$ cat src/rtl/pllinit_pkg.sv
package pllinit_pkg;

    localparam int ADDR_W    = 7;
    localparam int DATA_W    = 8;
    localparam int FRAME_W   = ADDR_W + 1 + DATA_W;
    localparam int CFG_FIRST = 1;
    localparam int CFG_LAST  = 21;
    localparam int CFG_COUNT = CFG_LAST - CFG_FIRST + 1;
    localparam int IDX_W     = $clog2(CFG_COUNT);
    localparam int LOCK_BIT  = 2;

    typedef logic [ADDR_W-1:0]  reg_addr_t;
    typedef logic [DATA_W-1:0]  reg_data_t;
    typedef logic [FRAME_W-1:0] frame_t;

    localparam reg_addr_t SRST_REG  = 7'h03;
    localparam reg_data_t SRST_VAL  = 8'h04;
    localparam reg_addr_t IDENT_REG = 7'h16;
    localparam reg_data_t IDENT_VAL = 8'h65;
    localparam reg_addr_t STAT_REG  = 7'h00;

    typedef enum logic [3:0] {
        S_RST_TX, S_RST_WT, S_SETTLE, S_ID_TX, S_ID_WT, S_PINS,
        S_CFG_TX, S_CFG_WT, S_LOCK_TX, S_LOCK_WT, S_HOLD,
        S_SWITCH, S_FINAL, S_DONE, S_FAIL
    } seq_state_t;

    typedef enum logic [1:0] {L_IDLE, L_LAUNCH, L_ARMED, L_WAIT} link_state_t;

    function automatic frame_t mk_frame(input reg_addr_t a, input logic rd, input reg_data_t d);
        return {a, rd, d};
    endfunction

endpackage

$ cat src/rtl/pllinit_timer.sv
module pllinit_timer #(
    parameter int W = 8
) (
    input  logic         clk,
    input  logic         rst_n,
    input  logic         load_i,
    input  logic [W-1:0] val_i,
    output logic         zero_o
);

    logic [W-1:0] cnt_q;

    always_ff @(posedge clk) begin
        if (!rst_n)            cnt_q <= '0;
        else if (load_i)       cnt_q <= val_i;
        else if (cnt_q != '0)  cnt_q <= cnt_q - 1'b1;
    end

    assign zero_o = (cnt_q == '0);

    // with no reload, a running count never grows
    a_r9_timer_down: assert property (@(posedge clk) disable iff (!rst_n)
        (!load_i && cnt_q != '0) |=> (cnt_q < $past(cnt_q)));

endmodule

$ cat src/rtl/pllinit_cfg_rom.sv
module pllinit_cfg_rom
    import pllinit_pkg::*;
(
    input  logic [IDX_W-1:0] idx_i,
    input  logic             ref_en_i,
    output reg_addr_t        addr_o,
    output reg_data_t        data_o
);

    assign addr_o = reg_addr_t'(CFG_FIRST) + reg_addr_t'(idx_i);

    always_comb begin
        case (addr_o)
            7'h01: data_o = ref_en_i ? 8'h04 : 8'h00;
            7'h02: data_o = ref_en_i ? 8'h3B : 8'h00;
            7'h03: data_o = ref_en_i ? 8'h08 : 8'h70;
            7'h04: data_o = 8'hF0;
            7'h05: data_o = 8'h98;
            7'h08: data_o = 8'h02;
            7'h0A: data_o = 8'h19;
            7'h0B: data_o = 8'h41;
            7'h0C, 7'h0E, 7'h10: data_o = 8'h80;
            7'h0D, 7'h0F, 7'h11: data_o = 8'h81;
            7'h13, 7'h15: data_o = 8'h01;
            default: data_o = 8'h00;
        endcase
    end

endmodule

$ cat src/rtl/pllinit_spi_link.sv
module pllinit_spi_link
    import pllinit_pkg::*;
(
    input  logic      clk,
    input  logic      rst_n,
    input  logic      req_i,
    input  frame_t    frame_i,
    output logic      ack_o,
    output reg_data_t rdata_o,
    output logic      spi_start_o,
    output frame_t    spi_frame_o,
    input  logic      spi_busy_i,
    input  reg_data_t spi_rdata_i
);

    link_state_t st_q;
    frame_t      frame_q;
    logic        ack_q;
    reg_data_t   rdata_q;

    always_ff @(posedge clk) begin
        if (!rst_n) begin
            st_q    <= L_IDLE;
            frame_q <= '0;
            ack_q   <= 1'b0;
            rdata_q <= '0;
        end else begin
            ack_q <= 1'b0;
            unique case (st_q)
                L_IDLE: if (req_i) begin
                    frame_q <= frame_i;
                    st_q    <= L_LAUNCH;
                end
                L_LAUNCH: st_q <= L_ARMED;
                L_ARMED:  st_q <= L_WAIT;
                L_WAIT: if (!spi_busy_i) begin
                    st_q    <= L_IDLE;
                    ack_q   <= 1'b1;
                    rdata_q <= spi_rdata_i;
                end
                default: st_q <= L_IDLE;
            endcase
        end
    end

    assign spi_start_o = (st_q == L_LAUNCH);
    assign spi_frame_o = frame_q;
    assign ack_o       = ack_q;
    assign rdata_o     = rdata_q;

    // start is a single-cycle pulse
    a_r1_single_start: assert property (@(posedge clk) disable iff (!rst_n)
        spi_start_o |=> !spi_start_o);
    // frame held steady while the master works on it
    a_r1_frame_held: assert property (@(posedge clk) disable iff (!rst_n)
        (st_q == L_ARMED || st_q == L_WAIT) |-> $stable(spi_frame_o));
    // a new request only arrives once the previous frame is finished
    a_r1_req_idle: assert property (@(posedge clk) disable iff (!rst_n)
        req_i |-> (st_q == L_IDLE));

endmodule

$ cat src/rtl/pllinit_seq.sv
module pllinit_seq
    import pllinit_pkg::*;
#(
    parameter int RST_SETTLE   = 64,
    parameter int SLAVE_WAIT   = 256,
    parameter int SWITCH_WAIT  = 1024,
    parameter int LOCK_TIMEOUT = 4096
) (
    input  logic        clk,
    input  logic        rst_n,
    input  logic [1:0]  mode_i,
    output logic        spi_start_o,
    output logic [15:0] spi_frame_o,
    input  logic        spi_busy_i,
    input  logic [7:0]  spi_rdata_i,
    output logic [1:0]  mode_pin_o,
    output logic        clk_sel_o,
    output logic        done_o,
    output logic        error_o
);

    localparam int DMAX_A = (RST_SETTLE > SLAVE_WAIT) ? RST_SETTLE : SLAVE_WAIT;
    localparam int DMAX   = (DMAX_A > SWITCH_WAIT) ? DMAX_A : SWITCH_WAIT;
    localparam int DLY_W  = $clog2(DMAX + 1);
    localparam int LCK_W  = $clog2(LOCK_TIMEOUT + 1);

    seq_state_t       st_q, st_nx;
    logic [IDX_W-1:0] idx_q;
    logic [1:0]       mode_q;
    logic             clk_sel_q, done_q, err_q;

    logic       req;
    frame_t     req_frame;
    logic       ack;
    reg_data_t  rdata;
    reg_addr_t  rom_addr;
    reg_data_t  rom_data;
    logic       ref_en;
    logic       cfg_last;
    logic       dly_load, dly_zero, lck_load, lck_zero;
    logic [DLY_W-1:0] dly_val;

    assign ref_en   = mode_q[0];
    assign cfg_last = (idx_q == IDX_W'(CFG_COUNT - 1));

    pllinit_cfg_rom u_rom (
        .idx_i    (idx_q),
        .ref_en_i (ref_en),
        .addr_o   (rom_addr),
        .data_o   (rom_data)
    );

    pllinit_spi_link u_link (
        .clk         (clk),
        .rst_n       (rst_n),
        .req_i       (req),
        .frame_i     (req_frame),
        .ack_o       (ack),
        .rdata_o     (rdata),
        .spi_start_o (spi_start_o),
        .spi_frame_o (spi_frame_o),
        .spi_busy_i  (spi_busy_i),
        .spi_rdata_i (spi_rdata_i)
    );

    pllinit_timer #(.W(DLY_W)) u_dly (
        .clk    (clk),
        .rst_n  (rst_n),
        .load_i (dly_load),
        .val_i  (dly_val),
        .zero_o (dly_zero)
    );

    pllinit_timer #(.W(LCK_W)) u_lck (
        .clk    (clk),
        .rst_n  (rst_n),
        .load_i (lck_load),
        .val_i  (LCK_W'(LOCK_TIMEOUT)),
        .zero_o (lck_zero)
    );

    // state register
    always_ff @(posedge clk) begin
        if (!rst_n) st_q <= S_RST_TX;
        else        st_q <= st_nx;
    end

    // next state
    always_comb begin
        st_nx = st_q;
        unique case (st_q)
            S_RST_TX:  st_nx = S_RST_WT;
            S_RST_WT:  if (ack) st_nx = S_SETTLE;
            S_SETTLE:  if (dly_zero) st_nx = S_ID_TX;
            S_ID_TX:   st_nx = S_ID_WT;
            S_ID_WT:   if (ack) st_nx = (rdata == IDENT_VAL) ? S_PINS : S_FAIL;
            S_PINS:    st_nx = S_CFG_TX;
            S_CFG_TX:  st_nx = S_CFG_WT;
            S_CFG_WT:  if (ack) begin
                if (!cfg_last)   st_nx = S_CFG_TX;
                else if (ref_en) st_nx = S_LOCK_TX;
                else             st_nx = S_HOLD;
            end
            S_LOCK_TX: st_nx = S_LOCK_WT;
            S_LOCK_WT: if (ack) begin
                if (rdata[LOCK_BIT]) st_nx = S_SWITCH;
                else if (lck_zero)   st_nx = S_FAIL;
                else                 st_nx = S_LOCK_TX;
            end
            S_HOLD:    if (dly_zero) st_nx = S_SWITCH;
            S_SWITCH:  st_nx = S_FINAL;
            S_FINAL:   if (dly_zero) st_nx = S_DONE;
            S_DONE:    st_nx = S_DONE;
            S_FAIL:    st_nx = S_FAIL;
            default:   st_nx = S_FAIL;
        endcase
    end

    // frame request and timer control
    always_comb begin
        req       = 1'b0;
        req_frame = '0;
        dly_load  = 1'b0;
        dly_val   = '0;
        lck_load  = 1'b0;
        unique case (st_q)
            S_RST_TX:  begin req = 1'b1; req_frame = mk_frame(SRST_REG, 1'b0, SRST_VAL); end
            S_ID_TX:   begin req = 1'b1; req_frame = mk_frame(IDENT_REG, 1'b1, '0); end
            S_CFG_TX:  begin req = 1'b1; req_frame = mk_frame(rom_addr, 1'b0, rom_data); end
            S_LOCK_TX: begin req = 1'b1; req_frame = mk_frame(STAT_REG, 1'b1, '0); end
            S_RST_WT:  if (ack) begin dly_load = 1'b1; dly_val = DLY_W'(RST_SETTLE); end
            S_CFG_WT:  if (ack && cfg_last) begin
                if (ref_en) lck_load = 1'b1;
                else begin dly_load = 1'b1; dly_val = DLY_W'(SLAVE_WAIT); end
            end
            S_SWITCH:  begin dly_load = 1'b1; dly_val = DLY_W'(SWITCH_WAIT); end
            default: ;
        endcase
    end

    // table index and mode capture
    always_ff @(posedge clk) begin
        if (!rst_n) begin
            idx_q  <= '0;
            mode_q <= '0;
        end else begin
            if (st_q == S_PINS) begin
                idx_q  <= '0;
                mode_q <= mode_i;
            end else if (st_q == S_CFG_WT && ack && !cfg_last) begin
                idx_q <= idx_q + 1'b1;
            end
        end
    end

    // outputs
    always_ff @(posedge clk) begin
        if (!rst_n) begin
            clk_sel_q <= 1'b0;
            done_q    <= 1'b0;
            err_q     <= 1'b0;
        end else begin
            clk_sel_q <= (st_nx == S_SWITCH) || (st_nx == S_FINAL) || (st_nx == S_DONE);
            done_q    <= (st_nx == S_DONE);
            err_q     <= (st_nx == S_FAIL);
        end
    end

    assign mode_pin_o = mode_q;
    assign clk_sel_o  = clk_sel_q;
    assign done_o     = done_q;
    assign error_o    = err_q;

    // an aborted bring-up never moves the clock
    a_r3_err_no_switch: assert property (@(posedge clk) disable iff (!rst_n)
        error_o |-> !clk_sel_o);
    // nothing goes out on the SPI bus after an abort
    a_r3_err_silent: assert property (@(posedge clk) disable iff (!rst_n)
        error_o |-> !spi_start_o);
    // clock select is sticky
    a_r9_clksel_sticky: assert property (@(posedge clk) disable iff (!rst_n)
        clk_sel_o |=> clk_sel_o);
    // done and error are exclusive
    a_r9_done_err_excl: assert property (@(posedge clk) disable iff (!rst_n)
        !(done_o && error_o));
    // mode pins hold during configuration
    a_r4_pins_hold: assert property (@(posedge clk) disable iff (!rst_n)
        (st_q == S_CFG_WT) |=> $stable(mode_pin_o));
    // lock polling only in reference modes
    a_r6_poll_ref_only: assert property (@(posedge clk) disable iff (!rst_n)
        (st_q == S_LOCK_TX) |-> mode_pin_o[0]);

endmodule

$ cat config.mk
export PLATFORM = sky130hd
export DESIGN_NAME = pllinit_seq
export DESIGN_NICKNAME = d
export VERILOG_FILES = /design/src/rtl/pllinit_pkg.sv /design/src/rtl/pllinit_timer.sv /design/src/rtl/pllinit_cfg_rom.sv /design/src/rtl/pllinit_spi_link.sv /design/src/rtl/pllinit_seq.sv
export SDC_FILE = /design/constraint.sdc
export NUM_CORES = 1
export LEC_CHECK = 0
export CAP_MARGIN = 30
export CELL_PAD_IN_SITES_DETAIL_PLACEMENT = 0
export CELL_PAD_IN_SITES_GLOBAL_PLACEMENT = 2
export CORE_ASPECT_RATIO = 1.25
export CORE_MARGIN = 2
export CORE_UTILIZATION = 36
export CTS_CLUSTER_DIAMETER = 30
export CTS_CLUSTER_SIZE = 30
export DETAILED_ROUTE_END_ITERATION = 10
export MAX_ROUTING_LAYER = met4
export PLACE_DENSITY_LB_ADDON = 0.12
export SKIP_LAST_GASP = 1
export SYNTH_ARGS = -nofsm -noshare
export SYNTH_HDL_FRONTEND = slang
export SYNTH_SLANG_ARGS = --single-unit
$ cat constraint.sdc
create_clock -name clk -period 5.1 [get_ports clk]
set_input_delay 1.02 -clock clk [delete_from_list [all_inputs] [get_ports clk]]
set_output_delay 1.02 -clock clk [all_outputs]
set_load 0.03 [all_outputs]
==> results.sh <==
export IMPL_core_area_mm2=0.009559
export IMPL_dr_pass1_iters=4
export IMPL_cp_endpoint="mode_pin_o[0]"
export IMPL_place_gp_congestion=0.7978
export IMPL_worstPathCellList="clkdlybuf4s50_1"
export IMPL_clock_root_buffer="clkbuf_16"
export IMPL_hpwl_mm=6.434
export IMPL_rsz0062_at_grt="no"
export IMPL_area_delta_synth_final_pct=18.84
export IMPL_synth_area_per_cell_um2=7.835
export IMPL_timing_slew_headroom=0.5634
export IMPL_period_share=0.5197
export IMPL_endpoint_kind="primary output"
export IMPL_final_hold_viol_count=0
export IMPL_setup_viol=0
export IMPL_antenna_found_initial=0
export IMPL_clk_pin_slew_ns=0.06
export IMPL_placed_area_mm2=0.003925
export IMPL_clk_latency_ns=0.33
export IMPL_slowest_delay_ns=0.75
export IMPL_worstSetupStartpoint="mode_pin_o[0]"
export IMPL_path_class="flip-flop to primary output"
export IMPL_dieHeight_um=114.8
export IMPL_ant_nets=0
export IMPL_layout_nets=494
export IMPL_switching_share=0.3474
export IMPL_r2r_slack_ns=2.61
export IMPL_p_sw_w=0.0006632
export IMPL_tightest_slew_ns=0.6458
export IMPL_comb_power_share=0.340
export IMPL_netlist_area_mm2=0.003533
export IMPL_reg2reg_to="u_dly.cnt_q[9]"
export IMPL_async_flop_share=0
export IMPL_ioPinCount=35
export IMPL_syn_num_nets=478
export IMPL_grt_pass1_wl_mm=14.95
export IMPL_yosysSeqAreaShare=0.3626
export IMPL_cap_viol_max_count=0
export IMPL_routedWlPerCell_um=14.87
export IMPL_tns_ns=0
export IMPL_die_x_um=92.61
export IMPL_cts_hold_repair_buffers=0
export IMPL_crit_slowest_cell="clkdlybuf4s50_1"
export IMPL_fin_area_mm2=0.004199
export IMPL_drive_gt1_frac=0.05732
export IMPL_ys_ff_latch=64
export IMPL_seqPwrFrac=0.364
export IMPL_rows=40
export IMPL_ir_drop_mv=0.1906
export IMPL_cts_made_buffers=9
export IMPL_synthFlopType="dfxtp_1"
export IMPL_r2r_cells=7
export IMPL_cts_resized=0
export IMPL_critical_path_required_ns=4.08
export IMPL_grt_usage=0.1835
export IMPL_synth_distinct_cells=54
export IMPL_cts_sinks=64
export IMPL_p_int_w=0.001246
export IMPL_arrival_ns=1.63
export IMPL_clkPwrFrac=0.296
export IMPL_outcome="finished, final reports clean"
export IMPL_fmax_mhz=377.3
export IMPL_portBuffers=33
export IMPL_grt_pass1_vias=2999
export IMPL_finClkSkew_ns=0.006906
export IMPL_cp_num_buf_inv=1
export IMPL_crit_path_start_kind="flip-flop"
export IMPL_drtIter0Drc=192
export IMPL_hold_class="flip-flop to flip-flop"
export IMPL_grt_ovfl_total=0
export IMPL_power_density_mw_per_mm2=454.6
export IMPL_synth_edf_count=0
export IMPL_start_util=0.3696
export IMPL_cts_buffer_depth=2
export IMPL_h_tree_depth=3
export IMPL_post_cts_buffers=0
export IMPL_viasPerCell=5.328
export IMPL_routed_wl_mm=8.880
export IMPL_critical_path_top_delay_family="buffers and inverters"
export IMPL_hold_worst_slack_ns=0.4504
export IMPL_crit_cells=1
export IMPL_fp_dieArea_mm2=0.01063
export IMPL_dr_total_vias=3181
export IMPL_power_leakage_nw=1.514
export IMPL_syn_inst=451
export IMPL_num_antenna_cells=0
export IMPL_grt_max_degree=25
export IMPL_r2r_start="idx_q[0]"
export IMPL_cts_tree="yes"
export IMPL_slew_violations=0
export IMPL_fin_crit_ns=2.651
export IMPL_drcViolationCount=0
export IMPL_path_max_fanout=10
export IMPL_yosysWarnings=0
==> cells by family (layout without fill, tap and decap cells) <==
family	Yosys count	in the layout	share of synthesized area
xor+xnor	21	21	0.05205
flops	64	64	0.3626
mux	5	5	0.01487
buf+inv	43	63	0.04992
compound gates	105	105	0.1810
other cells	1	1	0.001061
fa+ha+maj	14	14	0.04958
simple gates	198	198	0.2890
==> synthesized netlist by cell type (6+ instances only) <==
cell	instances	area (um^2)
nand2_1	47	176.4
nand4_1	7	43.79
nor2b_1	9	56.30
a22oi_1	8	60.06
nand2b_1	8	50.05
clkbuf_1	17	63.81
nor2_1	55	206.5
nor3_1	15	75.07
nand3_1	19	95.09
xnor2_1	11	96.34
o31ai_1	6	45.04
xor2_1	10	87.58
inv_1	14	52.55
nand3b_1	8	60.06
and3_1	6	37.54
o21ai_0	21	105.1
a31oi_1	6	37.54
ha_1	14	175.2
a21oi_1	41	205.2
dfxtp_1	64	1281
==> placed cells by master (no fill, tap or decap), types with 2 or more instances in the layout <==
cell             synthesis  layout
a311oi_1                 2       2
nand3_1                 19      19
nor2_1                  55      55
a22o_1                   3       3
nand4b_1                 2       2
ha_1                    14      14
and3_1                   6       6
nor2b_1                  9       9
mux2_2                   2       2
a211oi_1                 3       3
xor2_1                  10      10
nand3b_1                 8       8
xnor2_1                 11      11
mux2i_1                  3       3
and2_1                   2       2
a22oi_1                  8       8
a31oi_1                  6       6
inv_1                   14      14
clkdlybuf4s50_1          0      33
or2_2                    2       2
dfxtp_1                 64      64
clkbuf_8                 0       2
nor4bb_1                 2       2
nor4_1                   2       2
nand2_1                 47      47
o31ai_1                  6       6
a21oi_1                 41      41
nor3_1                  15      15
clkinv_2                 0       2
nand2b_1                 8       8
o21a_1                   4       4
o22ai_1                  3       3
or3_1                    2       2
nor4b_1                  3       3
o21ai_0                 21      21
clkbuf_16                0       9
nand4_1                  7       7
nor4_2                   3       3
==> cell type report <==
class	instances	area [um^2]
Fill cell	959	5360
Multi-Input combinational cell	344	2076
Sequential cell	64	1281
Timing Repair Buffer	34	357.8
Clock buffer	12	256.5
Tap cell	126	157.7
Inverter	14	52.55
Clock inverter	3	17.52
==> per-stage QoR <==
step	std cells	utilization	worst slack [ns]	power [W]
2_1_floorplan	451	-	2.864	0.001214
3_5_place_dp	582	0.4106	2.369	0.001362
5_1_grt	597	0.4393	2.352	0.002070
4_1_cts	597	0.4393	2.407	0.001940
3_3_place_gp	581	0.4077	2.109	0.001350
6_report	597	0.4393	2.449	0.001909
==> registers in the layout, indices dropped and copies added (netlist names) <==
| name | count |
|---|---|
| u_link.ack_o | 1 |
| st_q | 4 |
| idx_q | 5 |
| mode_pin_o | 2 |
| u_lck.cnt_q | 13 |
| error_o | 1 |
| done_o | 1 |
| u_link.st_q | 2 |
| u_dly.cnt_q | 11 |
| clk_sel_o | 1 |
| u_link.spi_frame_o | 15 |
| u_link.rdata_o | 8 |
==> per-layer routing <==
layer,global-route usage,vias to the layer above,wire length (um),part of all wire
met4,0.07941,0,225,0.025
met5,-,-,0,0
li1,-,1619,-,-
met1,0.2181,1489,3973,0.45
met3,0.03801,16,296,0.033
met2,0.3017,57,4384,0.49
==> worst min path at each step <==
stage | start | endpoint | slack, ns | depth (start not counted)
global placement | u_link.rdata_o[1] | u_link.rdata_o[1] | 0.44 | 2
floorplan | u_link.rdata_o[1] | u_link.rdata_o[1] | 0.43 | 2
CTS | u_link.spi_frame_o[1] | u_link.spi_frame_o[1] | 0.45 | 2
detailed placement | u_link.spi_frame_o[1] | u_link.spi_frame_o[1] | 0.45 | 2
finish | u_link.spi_frame_o[1] | u_link.spi_frame_o[1] | 0.45 | 2
global route | u_link.rdata_o[0] | u_link.rdata_o[0] | 0.47 | 2
==> power by group through the flow <==
| stage | Clock, W | Combinational [W] | Sequential (W) |
|---|---|---|---|
| finish | 0.000566 | 0.000649 | 0.000694 |
| global route | 0.000609 | 0.000749 | 0.000712 |
| CTS | 0.000584 | 0.000659 | 0.000696 |
| detailed placement | 0 | 0.000655 | 0.000707 |
| global placement | 0 | 0.000645 | 0.000705 |
| floorplan | 0 | 0.000520 | 0.000693 |
Power figures use the tool's default switching activity.
